**config.mk**
```make
export PLATFORM = sky130hd
export DESIGN_NAME = uart_de_tx
export DESIGN_NICKNAME = d
export VERILOG_FILES = /design/src/rtl/uart_de_pkg.sv /design/src/rtl/uart_de_fifo.sv /design/src/rtl/uart_de_baud.sv /design/src/rtl/uart_de_shifter.sv /design/src/rtl/uart_de_tx.sv
export SDC_FILE = /design/constraint.sdc
export NUM_CORES = 1
export LEC_CHECK = 0
export ABC_AREA = 1
export BUFFER_PORTS_ARGS = -buffer_cell sky130_fd_sc_hd__buf_2
export CORE_UTILIZATION = 45
export DETAILED_ROUTE_END_ITERATION = 8
export GPL_ROUTABILITY_DRIVEN = 0
export PLACE_DENSITY = 0.6
export SLEW_MARGIN = 20
export SYNTH_ARGS = -nofsm -noshare
export SYNTH_HDL_FRONTEND = slang
export SYNTH_SLANG_ARGS = --single-unit
```
**constraint.sdc**
```tcl
create_clock -name clk -period 6.1 [get_ports clk]
set_input_delay 1.22 -clock clk [delete_from_list [all_inputs] [get_ports clk]]
set_output_delay 1.22 -clock clk [all_outputs]
set_load 0.005 [all_outputs]
```
**src/rtl/uart_de_pkg.sv**
```systemverilog
`timescale 1ns/1ps
// Shared constants and state type for the driver-enable UART transmitter.
package uart_de_pkg;
    localparam int DATA_BITS = 8;

    typedef enum logic [2:0] {
        SH_IDLE,
        SH_LEAD,
        SH_START,
        SH_DATA,
        SH_STOP
    } sh_state_t;
endpackage

```
**src/rtl/uart_de_fifo.sv**
```systemverilog
`timescale 1ns/1ps
// Synchronous byte queue of parameterised depth.
// Assumes: a push while full is ignored (the caller flags it); a pop while
// empty is ignored; a push and a pop may happen in the same cycle.
module uart_de_fifo #(
    parameter int WIDTH = 8,
    parameter int DEPTH = 16
) (
    input  logic             clk,
    input  logic             rst_n,
    input  logic             push,
    input  logic [WIDTH-1:0] din,
    input  logic             pop,
    output logic [WIDTH-1:0] dout,
    output logic             empty,
    output logic             full
);
    localparam int AW = (DEPTH > 1) ? $clog2(DEPTH) : 1;
    localparam int CW = $clog2(DEPTH + 1);

    logic [WIDTH-1:0] mem [DEPTH];
    logic [AW-1:0]    wptr, rptr;
    logic [CW-1:0]    count;
    logic             do_push, do_pop;

    assign empty   = (count == '0);
    assign full    = (count == CW'(DEPTH));
    assign do_push = push && !full;
    assign do_pop  = pop && !empty;
    assign dout    = mem[rptr];

    // Storage write
    always_ff @(posedge clk) begin
        if (do_push) mem[wptr] <= din;
    end

    // Pointer and occupancy tracking
    always_ff @(posedge clk) begin
        if (!rst_n) begin
            wptr  <= '0;
            rptr  <= '0;
            count <= '0;
        end else begin
            if (do_push) wptr <= (wptr == AW'(DEPTH - 1)) ? '0 : wptr + 1'b1;
            if (do_pop)  rptr <= (rptr == AW'(DEPTH - 1)) ? '0 : rptr + 1'b1;
            case ({do_push, do_pop})
                2'b10:   count <= count + 1'b1;
                2'b01:   count <= count - 1'b1;
                default: count <= count;
            endcase
        end
    end
endmodule

```
**src/rtl/uart_de_baud.sv**
```systemverilog
`timescale 1ns/1ps
// Bit-period tick generator. While run is high it emits one tick every
// div clock cycles (div of 0 acts as 1); while run is low it holds its
// count at zero so the first bit after start-up has full length.
module uart_de_baud #(
    parameter int DIV_W = 16
) (
    input  logic             clk,
    input  logic             rst_n,
    input  logic             run,
    input  logic [DIV_W-1:0] div,
    output logic             tick
);
    logic [DIV_W-1:0] cnt;
    logic [DIV_W-1:0] div_eff;

    assign div_eff = (div == '0) ? DIV_W'(1) : div;
    assign tick    = run && (cnt == div_eff - 1'b1);

    // Cycle counter within one bit period
    always_ff @(posedge clk) begin
        if (!rst_n || !run || tick) cnt <= '0;
        else                        cnt <= cnt + 1'b1;
    end
endmodule

```
**src/rtl/uart_de_shifter.sv**
```systemverilog
`timescale 1ns/1ps
// Frame shifter: lead-in bit, start bit, data bits LSB first, stop bit.
// Assumes the hold stage presents hold_v/hold_d; take tells it the byte
// was consumed. The lead-in is only inserted when starting from idle, so
// back-to-back bytes are sent with no gap.
module uart_de_shifter
    import uart_de_pkg::*;
(
    input  logic                 clk,
    input  logic                 rst_n,
    input  logic                 tick,
    input  logic                 hold_v,
    input  logic [DATA_BITS-1:0] hold_d,
    output logic                 take,
    output logic                 busy,
    output logic                 txd
);
    localparam int BW = $clog2(DATA_BITS);

    sh_state_t            state;
    logic [DATA_BITS-1:0] sreg;
    logic [BW-1:0]        bitcnt;

    assign busy = (state != SH_IDLE);

    // Consume the held byte on start from idle or at the end of a stop bit
    always_comb begin
        take = hold_v && ((state == SH_IDLE) || (state == SH_STOP && tick));
    end

    // Serial output level for the current state
    always_comb begin
        case (state)
            SH_START: txd = 1'b0;
            SH_DATA:  txd = sreg[0];
            default:  txd = 1'b1;
        endcase
    end

    // Frame sequencing
    always_ff @(posedge clk) begin
        if (!rst_n) begin
            state  <= SH_IDLE;
            sreg   <= '0;
            bitcnt <= '0;
        end else begin
            case (state)
                SH_IDLE: if (hold_v) begin
                    sreg  <= hold_d;
                    state <= SH_LEAD;
                end
                SH_LEAD: if (tick) state <= SH_START;
                SH_START: if (tick) begin
                    bitcnt <= '0;
                    state  <= SH_DATA;
                end
                SH_DATA: if (tick) begin
                    sreg   <= sreg >> 1;
                    bitcnt <= bitcnt + 1'b1;
                    if (bitcnt == BW'(DATA_BITS - 1)) state <= SH_STOP;
                end
                SH_STOP: if (tick) begin
                    if (hold_v) begin
                        sreg  <= hold_d;
                        state <= SH_START;
                    end else begin
                        state <= SH_IDLE;
                    end
                end
                default: state <= SH_IDLE;
            endcase
        end
    end
endmodule

```
**src/rtl/uart_de_tx.sv**
```systemverilog
`timescale 1ns/1ps
// UART transmitter with automatic RS-485 driver enable.
// Path: queue -> hold register -> shifter. de is high whenever the shifter
// is busy, so it drops exactly when the last stop bit ends. The divisor is
// captured only while the whole path is empty.
// Assumes: wr_en is a one-cycle strobe per byte.
module uart_de_tx
    import uart_de_pkg::*;
#(
    parameter int FIFO_DEPTH = 16,
    parameter int DIV_W      = 16
) (
    input  logic                 clk,
    input  logic                 rst_n,
    input  logic                 wr_en,
    input  logic [DATA_BITS-1:0] wr_data,
    input  logic [DIV_W-1:0]     divisor,
    output logic                 fifo_full,
    output logic                 tx_empty,
    output logic                 overflow,
    output logic                 irq_empty,
    output logic                 txd,
    output logic                 de
);
    logic [DATA_BITS-1:0] q_dout;
    logic                 q_empty, q_pop;
    logic                 hold_v;
    logic [DATA_BITS-1:0] hold_d;
    logic                 take, busy, tick;
    logic [DIV_W-1:0]     div_q;
    logic                 empty_q;

    uart_de_fifo #(.WIDTH(DATA_BITS), .DEPTH(FIFO_DEPTH)) u_fifo (
        .clk(clk), .rst_n(rst_n),
        .push(wr_en), .din(wr_data),
        .pop(q_pop), .dout(q_dout),
        .empty(q_empty), .full(fifo_full)
    );

    uart_de_baud #(.DIV_W(DIV_W)) u_baud (
        .clk(clk), .rst_n(rst_n), .run(busy), .div(div_q), .tick(tick)
    );

    uart_de_shifter u_shift (
        .clk(clk), .rst_n(rst_n), .tick(tick),
        .hold_v(hold_v), .hold_d(hold_d),
        .take(take), .busy(busy), .txd(txd)
    );

    assign q_pop     = !q_empty && (!hold_v || take);
    assign tx_empty  = q_empty && !hold_v && !busy;
    assign de        = busy;
    assign irq_empty = tx_empty && !empty_q;

    // Hold register: refilled from the queue, emptied by the shifter
    always_ff @(posedge clk) begin
        if (!rst_n) begin
            hold_v <= 1'b0;
            hold_d <= '0;
        end else if (q_pop) begin
            hold_v <= 1'b1;
            hold_d <= q_dout;
        end else if (take) begin
            hold_v <= 1'b0;
        end
    end

    // Divisor capture while idle, sticky overflow, idle-edge history
    always_ff @(posedge clk) begin
        if (!rst_n) begin
            div_q    <= DIV_W'(1);
            overflow <= 1'b0;
            empty_q  <= 1'b1;
        end else begin
            if (tx_empty)            div_q    <= divisor;
            if (wr_en && fifo_full)  overflow <= 1'b1;
            empty_q <= tx_empty;
        end
    end
endmodule

```
==> results of run 1 <==
==> per-layer routing <==
layer	vias to the layer above	wire length (microns)	track usage, %
li1	3460	-	-
met1	3164	9951	28.46
met2	157	10320	34.94
met3	31	845	3.940
met4	0	371	7.091
met5	-	0	0
==> final cells by class <==
cell class              count  area, sq um
flip-flops and latches    198         5246
multi-input cells         681         3367
well taps                 265        331.6
clock inverters            15        171.4
repair buffers             37        197.7
clock buffers              17        425.4
inverters                 100        380.4
fillers                  1831         9598
==> through the flow <==
step	total power, W	worst slack (ns)	utilization (%)	std cells	hold WS (ns)
floorplan	0.003038	2.382	-	1016	0.4291
global placement	0.003443	1.905	48.30	1281	0.4459
detailed placement	0.003456	1.760	48.30	1281	0.4502
CTS	0.004591	1.731	51.32	1313	0.4675
global route	0.004893	1.253	51.32	1313	0.5010
finish	0.004570	1.712	51.32	1313	0.4610
==> cells by family after synthesis <==
logic type               Yosys count
adder cells (fa/ha/maj)           14
AND/OR/NAND/NOR                  455
buffers and inverters            137
XOR/XNOR                          15
AO/OA/AOI/OAI                    197
flip-flops                       198
==> worst paths after layout <==
kind	start	endpoint	slack, ns	cells after the start
worst max-delay path	div_q[8]	u_fifo.count[4]	1.71	29
worst min-delay path	overflow	overflow	0.46	2
worst max register to register	div_q[8]	u_fifo.count[4]	1.71	29
worst min register to register	overflow	overflow	0.46	2
==> worst max-delay path, delay by kind of cell, from the launching register on <==
family,cells,cell delay [ns]
simple gates,17,2.05
fa+ha+maj,3,0.85
compound gates,6,0.73
flops,1,0.34
buf+inv,3,0.30
==> synthesized netlist by cell type (2+ instances only) <==
master | n | area share (%)
nor4_1 | 2 | 0.14
clkinv_1 | 3 | 0.12
o21ai_1 | 2 | 0.11
nand2_2 | 7 | 0.48
dfxtp_1 | 70 | 15
nor2_2 | 7 | 0.48
nor3_1 | 12 | 0.66
and2_1 | 2 | 0.14
o21ai_0 | 112 | 6.1
nor3b_1 | 5 | 0.41
xnor2_1 | 5 | 0.48
nor2_1 | 198 | 8.1
a21oi_1 | 33 | 1.8
xor2_1 | 10 | 0.96
a31oi_1 | 8 | 0.55
nand3_2 | 4 | 0.44
inv_1 | 95 | 3.9
nand3b_1 | 3 | 0.25
a211oi_1 | 2 | 0.16
buf_2 | 3 | 0.16
edfxtp_1 | 128 | 42
a22o_1 | 8 | 0.77
a21oi_2 | 4 | 0.38
nand3_1 | 26 | 1.4
nor3_2 | 2 | 0.22
nand2_4 | 3 | 0.37
ha_1 | 13 | 1.8
nand2_1 | 160 | 6.6
clkbuf_1 | 31 | 1.3
o22ai_1 | 24 | 1.6
a21o_1 | 2 | 0.16
nand4_1 | 19 | 1.3
==> report_power, final <==
group	switching, W	internal (W)	leakage, nW
Clock	0.000587	0.000555	0.288
Combinational	0.00119	0.000573	1.94
Sequential	0.0000940	0.00157	1.73
Total	0.00187	0.00270	3.96
==> flip-flops by register name (all words and copies together), names as in the netlist <==
name,flops
u_fifo.mem,128
div_q,16
u_baud.cnt,16
hold_d,8
u_shift.sreg,8
u_fifo.count,5
u_fifo.rptr,4
u_fifo.wptr,4
u_shift.bitcnt,3
u_shift.state,3
empty_q,1
hold_v,1
overflow,1
==> run_results.csv, run 1 <==
group,metric,value,unit
outcome,outcome,"finished clean",
routing,drcViolationCount,0,
yosys,synthAdderAreaFrac,1.997,%
yosys,synth_seq_cells,198,
yosys,synthMuxAreaShare,0,%
routing,ant_nets,0,
clock_tree,post_cts_resized,0,
layout,final_cell_area,10120,sq um
sta,setup_viol,0,
clock_tree,ctsHoldBuffers,0,
place,place_area,9523,sq um
routing,viasPerCell,5.188,
clock_tree,clock-root-buffer,"clkbuf_16",
sta,fin_crit_sh,71.94,%
yosys,synthCells,1016,
sta,finClkSkew,0.01524,ns
clock_tree,htree_num_levels,4,
global_route,grt_pass1_wl,32710,microns
floorplanning,rows,51,
yosys,synth_cell_types,45,
floorplanning,fp.dieW,144.6,microns
layout,antennaDiodeCount,0,
floorplanning,dieArea,20900,sq um
pwr,power_density,451.6,nW/um^2
yosys,synthXorXnorAreaFrac,1.436,%
layout,layout_common_cells,"nor2_1 (198), nand2_1 (160), edfxtp_1 (128)",
yosys,synth_top_family_by_area,"simple AND/OR/NAND/NOR gates",
routing,wl_per_cell,16.36,microns
place,place.port_buffers,32,
yosys,synthArstFlopShare,0,%
clock_tree,cts_setup_buffers,0,
clock_tree,clk_latency,0.44,ns
global_route,grt_max_degree,67,
yosys,yosysWarnings,0,
yosys,yosys.area_share.simple,21.50,%
setup_path,crit_top_cell,"nand2_1",
setup_path,critPathCaptureType,"register",
yosys,syn-num-nets,1057,
yosys,syn_area_per_cell,9.002,sq um
setup_path,critical_path.max_stage_delay,0.34,ns
clock_tree,clock-sinks,198,
layout,layout_commonest_cell,"nor2_1",
sta,worst_slew_pin_slew,1.107,ns
sta,period_needed,4.388,ns
sta,drv_slew,0,
yosys,synth_edf_count,128,
pwr,power.leakage,3.959,nW
setup_path,cp.arrival,4.72,ns
sta,rsz0062_at_grt,"false",
layout,area_growth,10.64,%
clock_tree,cts_buffer_depth,2,
setup_path,startpoint_type,"register",
setup_path,worstSetupPathType,"register to register",
sta,fin_tns_setup,0,ns
global_route,track_usage,21.35,%
yosys,syn_area,9146,sq um
floorplanning,die_h,144.6,microns
clock_tree,clk_pin_slew_worst_paths,0.08,ns
clock_tree,cts_tree,"yes",
setup_path,critical_path.slowest_cell,"dfxtp_1",
global_route,grt_pass1_vias,6045,
setup_path,required,6.43,ns
sta,timing.fmax,0.2279,GHz
job,cap_violations,0,
yosys,synth_compound_area_share,11.87,%
global_route,antenna_found_initial,0,
sta,hold_viol,0,
routing,drt_iter0_drc,432,
clock_tree,cts_buffers,17,
setup_path,crit_path_max_fanout,14,
routing,dr.pass1.iters,5,
place,dpl.hpwl,13870,microns
hold_path,hold_class,"register to register",
layout,nets,1076,
sta,maxSlewHeadroom,25.76,%
floorplanning,ioPinCount,33,
yosys,ys.flop_type,"edfxtp_1",
floorplanning,initial_core_util,46.39,%
floorplanning,core,19720,sq um
pwr,ir_drop,0.0002009,V
global_route,grt_overflow,0,
yosys,ys_seq_area_share,57.35,%
routing,drt_wl_total,21480,microns
routing,via_count,6812,
layout,drive_above_1_share,9.733,%
Power figures use the tool's default switching activity.
==> run 2: changes to the inputs <==
Settings changed: ABC_AREA 1 to 0, PLACE_DENSITY 0.6 to 0.62.
Clock period 6.1 ns to 3.9 ns, I/O delays scaled along.
==> run 2 against run 1 <==
Effect of this change:
- the flow now finishes with violations (setup timing)
- first-iteration DRC count shrank 26%
- global-route usage shrank 2.1 points
- combinational power grew 61%
- worst hold slack gained 0.00090 ns
- utilization grew 2.3 points
- clock skew shrank 0.0010 ns
- design area is essentially flat
- routed wire length shrank 16%
- largest power group unchanged
- sequential share of layout area grew 0.066 points
- worst setup slack lost 2.1 ns
==> run_results.csv, run 2 <==
group,metric,value,unit
sta,fin_crit_sh,109.2,%
floorplanning,dieArea,20010,sq um
yosys,ys_seq_area_share,59.94,%
yosys,syn-num-nets,695,
floorplanning,die_h,141.5,microns
yosys,synthXorXnorAreaFrac,3.803,%
sta,finalWorstSetupSlack,-0.3593,ns
yosys,yosysWarnings,0,
floorplanning,core,18890,sq um
yosys,synth_cell_types,62,
pwr,power.leakage,3.676,nW
routing,wl_per_cell,18.38,microns
global_route,track_usage,19.22,%
layout,antennaDiodeCount,0,
setup_path,required,4.23,ns
yosys,synthArstFlopShare,0,%
hold_path,hold_class,"register to register",
sta,maxSlewHeadroom,38.95,%
layout,nets,753,
clock_tree,htree_num_levels,4,
clock_tree,clk_latency,0.44,ns
yosys,yosys.area.top_type,"edfxtp_1",
place,place_area,9430,sq um
layout,final_cell_area,10130,sq um
routing,ant_nets,0,
outcome,outcome,"finished, violations left",
clock_tree,clk_pin_slew_worst_paths,0.07,ns
sta,timing.fmax,0.2348,GHz
setup_path,critPathCaptureType,"register",
yosys,synth_seq_cells,198,
yosys,synthAdderAreaFrac,2.088,%
place,place.port_buffers,32,
sta,finClkSkew,0.01422,ns
sta,rsz0062_at_grt,"true",
floorplanning,fp.dieW,141.5,microns
global_route,antenna_found_initial,0,
sta,holdWs,0.4619,ns
clock_tree,cts_buffer_depth,2,
yosys,synth_edf_count,128,
layout,reg_top3,"u_fifo.mem (128), div_q (16), u_baud.cnt (16)",
yosys,synth_top_family_by_area,"multiplexers",
job,cap_violations,0,
place,dp_cells,949,
yosys,syn_area,8751,sq um
layout,largest_reg_flops,128,
layout,instances_no_fill,985,
yosys,synthCells,654,
clock_tree,cts_tree,"yes",
global_route,grt_overflow,0,
routing,drt_wl_total,18110,microns
yosys,synthTopCellsByArea,"edfxtp_1 (44%), dfxtp_1 (16%), mux4_2 (10%)",
yosys,synth_common_cells,"edfxtp_1 (128), dfxtp_1 (70), nand2_1 (64), nor2_1 (44), mux4_2 (40)",
routing,drt_iter0_drc,318,
yosys,synth_top_area_share,43.92,%
global_route,grt_max_degree,39,
clock_tree,clock-sinks,198,
sta,period_needed,4.259,ns
place,dpl.hpwl,12320,microns
clock_tree,clock-root-buffer,"clkbuf_16",
layout,drive_above_1_share,25.24,%
floorplanning,initial_core_util,46.32,%
yosys,synthMuxAreaShare,12.94,%
yosys,ys.flop_type,"edfxtp_1",
yosys,yosys.area_share.simple,12.41,%
sta,setup_viol,3,
yosys,yosysMostFrequentCell,"edfxtp_1",
outcome,violations,"setup timing",
layout,layout_common_cells,"edfxtp_1 (128), nand2_1 (64), dfxtp_1 (60)",
routing,drcViolationCount,0,
routing,dr.pass1.iters,5,
setup_path,cp.arrival,4.59,ns
pwr,power_density,719.1,nW/um^2
routing,viasPerCell,5.438,
pwr,ir_drop,0.0004154,V
yosys,syn_area_per_cell,13.38,sq um
floorplanning,ioPinCount,33,
global_route,grt_pass1_wl,28810,microns
setup_path,startpoint_type,"register",
yosys,synth_compound_area_share,6.348,%
global_route,grt_pass1_vias,5484,
sta,drv_slew,0,
setup_path,crit_path_max_fanout,5,
clock_tree,cts_buffers,17,
floorplanning,rows,50,
layout,top_register,"u_fifo.mem",
clock_tree,ctsHoldBuffers,0,
setup_path,worstSetupPathType,"register to register",
sta,hold_viol,0,
layout,n_fill_cell,1582,
layout,layout_commonest_cell,"edfxtp_1",
layout,area_growth,15.74,%
routing,via_count,5356,
sta,worst_slew_pin_slew,0.9124,ns
-- run 2: cell types whose count changed in the layout (fill, tap and decap cells not counted), moves of 39 or more --
cell / delta
nand2_1: -96
buf_4: +39
mux4_2: +40
nor2_1: -154
inv_1: -81
o21ai_0: -99
-- run 2: layout make-up --
cell class	instances	area, sq um	area share [%]
Clock buffer	17	425.4	4.200
Tap cell	260	325.3	3.212
Timing Repair Buffer	76	490.5	4.842
Sequential cell	198	5258	51.91
Inverter	14	52.55	0.5188
Clock inverter	15	171.4	1.692
Multi-Input combinational cell	405	3406	33.63
-- run 2: cell families (layout without fill, tap and decap cells) --
family                   Yosys count  after routing
buffers and inverters             51            122
flip-flops                       198            198
XOR/XNOR                          38             38
adder cells (fa/ha/maj)           14             14
AO/OA/AOI/OAI                     77             77
multiplexers                      63             63
AND/OR/NAND/NOR                  213            213
-- run 2: worst paths after layout --
check	start	end	slack, ns	cells after the start
max	div_q[8]	u_fifo.count[3]	-0.36	19
min	u_shift.sreg[7]	u_shift.sreg[7]	0.46	2
max reg2reg	div_q[8]	u_fifo.count[3]	-0.36	19
min reg2reg	u_shift.sreg[7]	u_shift.sreg[7]	0.46	2
-- run 2: power breakdown --
part           internal (W)  total (W)  switching [W]  leakage [nW]
Sequential          0.00246    0.00269       0.000224          1.73
Combinational       0.00142    0.00284        0.00143          1.66
Clock              0.000866    0.00175       0.000886         0.289
-- run 2: repair_timing --
action | in CTS | in global routing
setup endpoints to repair | 4 | 4
resized for setup | 10 | 6
setup buffers | 2 | 2
pin swaps | 0 | 3
-- run 2: per-stage QoR --
stage / setup TNS [ns] / utilization, % / power, W / setup slack, ns
3_5_place_dp: -1.040 / 49.91 / 0.005406 / -0.4344
4_1_cts: -0.6643 / 53.36 / 0.007254 / -0.3229
6_report: -0.7368 / 53.61 / 0.007284 / -0.3593
3_3_place_gp: -0.6724 / 49.91 / 0.005325 / -0.3259
5_1_grt: -1.290 / 53.61 / 0.007682 / -0.5196
2_1_floorplan: -1.332 / - / 0.004593 / -0.4966
-- run 2: worst max-delay path, cell delays in order (launching register included) --
cell and delay (ns):
dfxtp_2 0.32, or3_4 0.38, nor2_1 0.17, a31oi_4 0.12, ha_2 0.19, or3b_4 0.27, nor4_4 0.05, o21ba_2 0.19
a2111o_1 0.40, a211o_1 0.28, or4b_4 0.51, nand2_4 0.10, ha_4 0.16, buf_4 0.13, ha_4 0.19, a21o_1 0.18
a21oi_2 0.13, xor2_1 0.16, o21ai_1 0.07, and2_1 0.15
-- run 2: metal layers --
| metal | up-vias | part of all wire, % | wire [microns] | track usage, % |
|---|---|---|---|---|
| met1 | 2681 | 46 | 8393 | 25.43 |
| li1 | 2539 | - | - | - |
| met4 | 0 | 1.6 | 295 | 6.961 |
| met5 | - | 0 | 0 | 0 |
| met3 | 20 | 3.7 | 665 | 3.577 |
| met2 | 116 | 48 | 8752 | 31.81 |
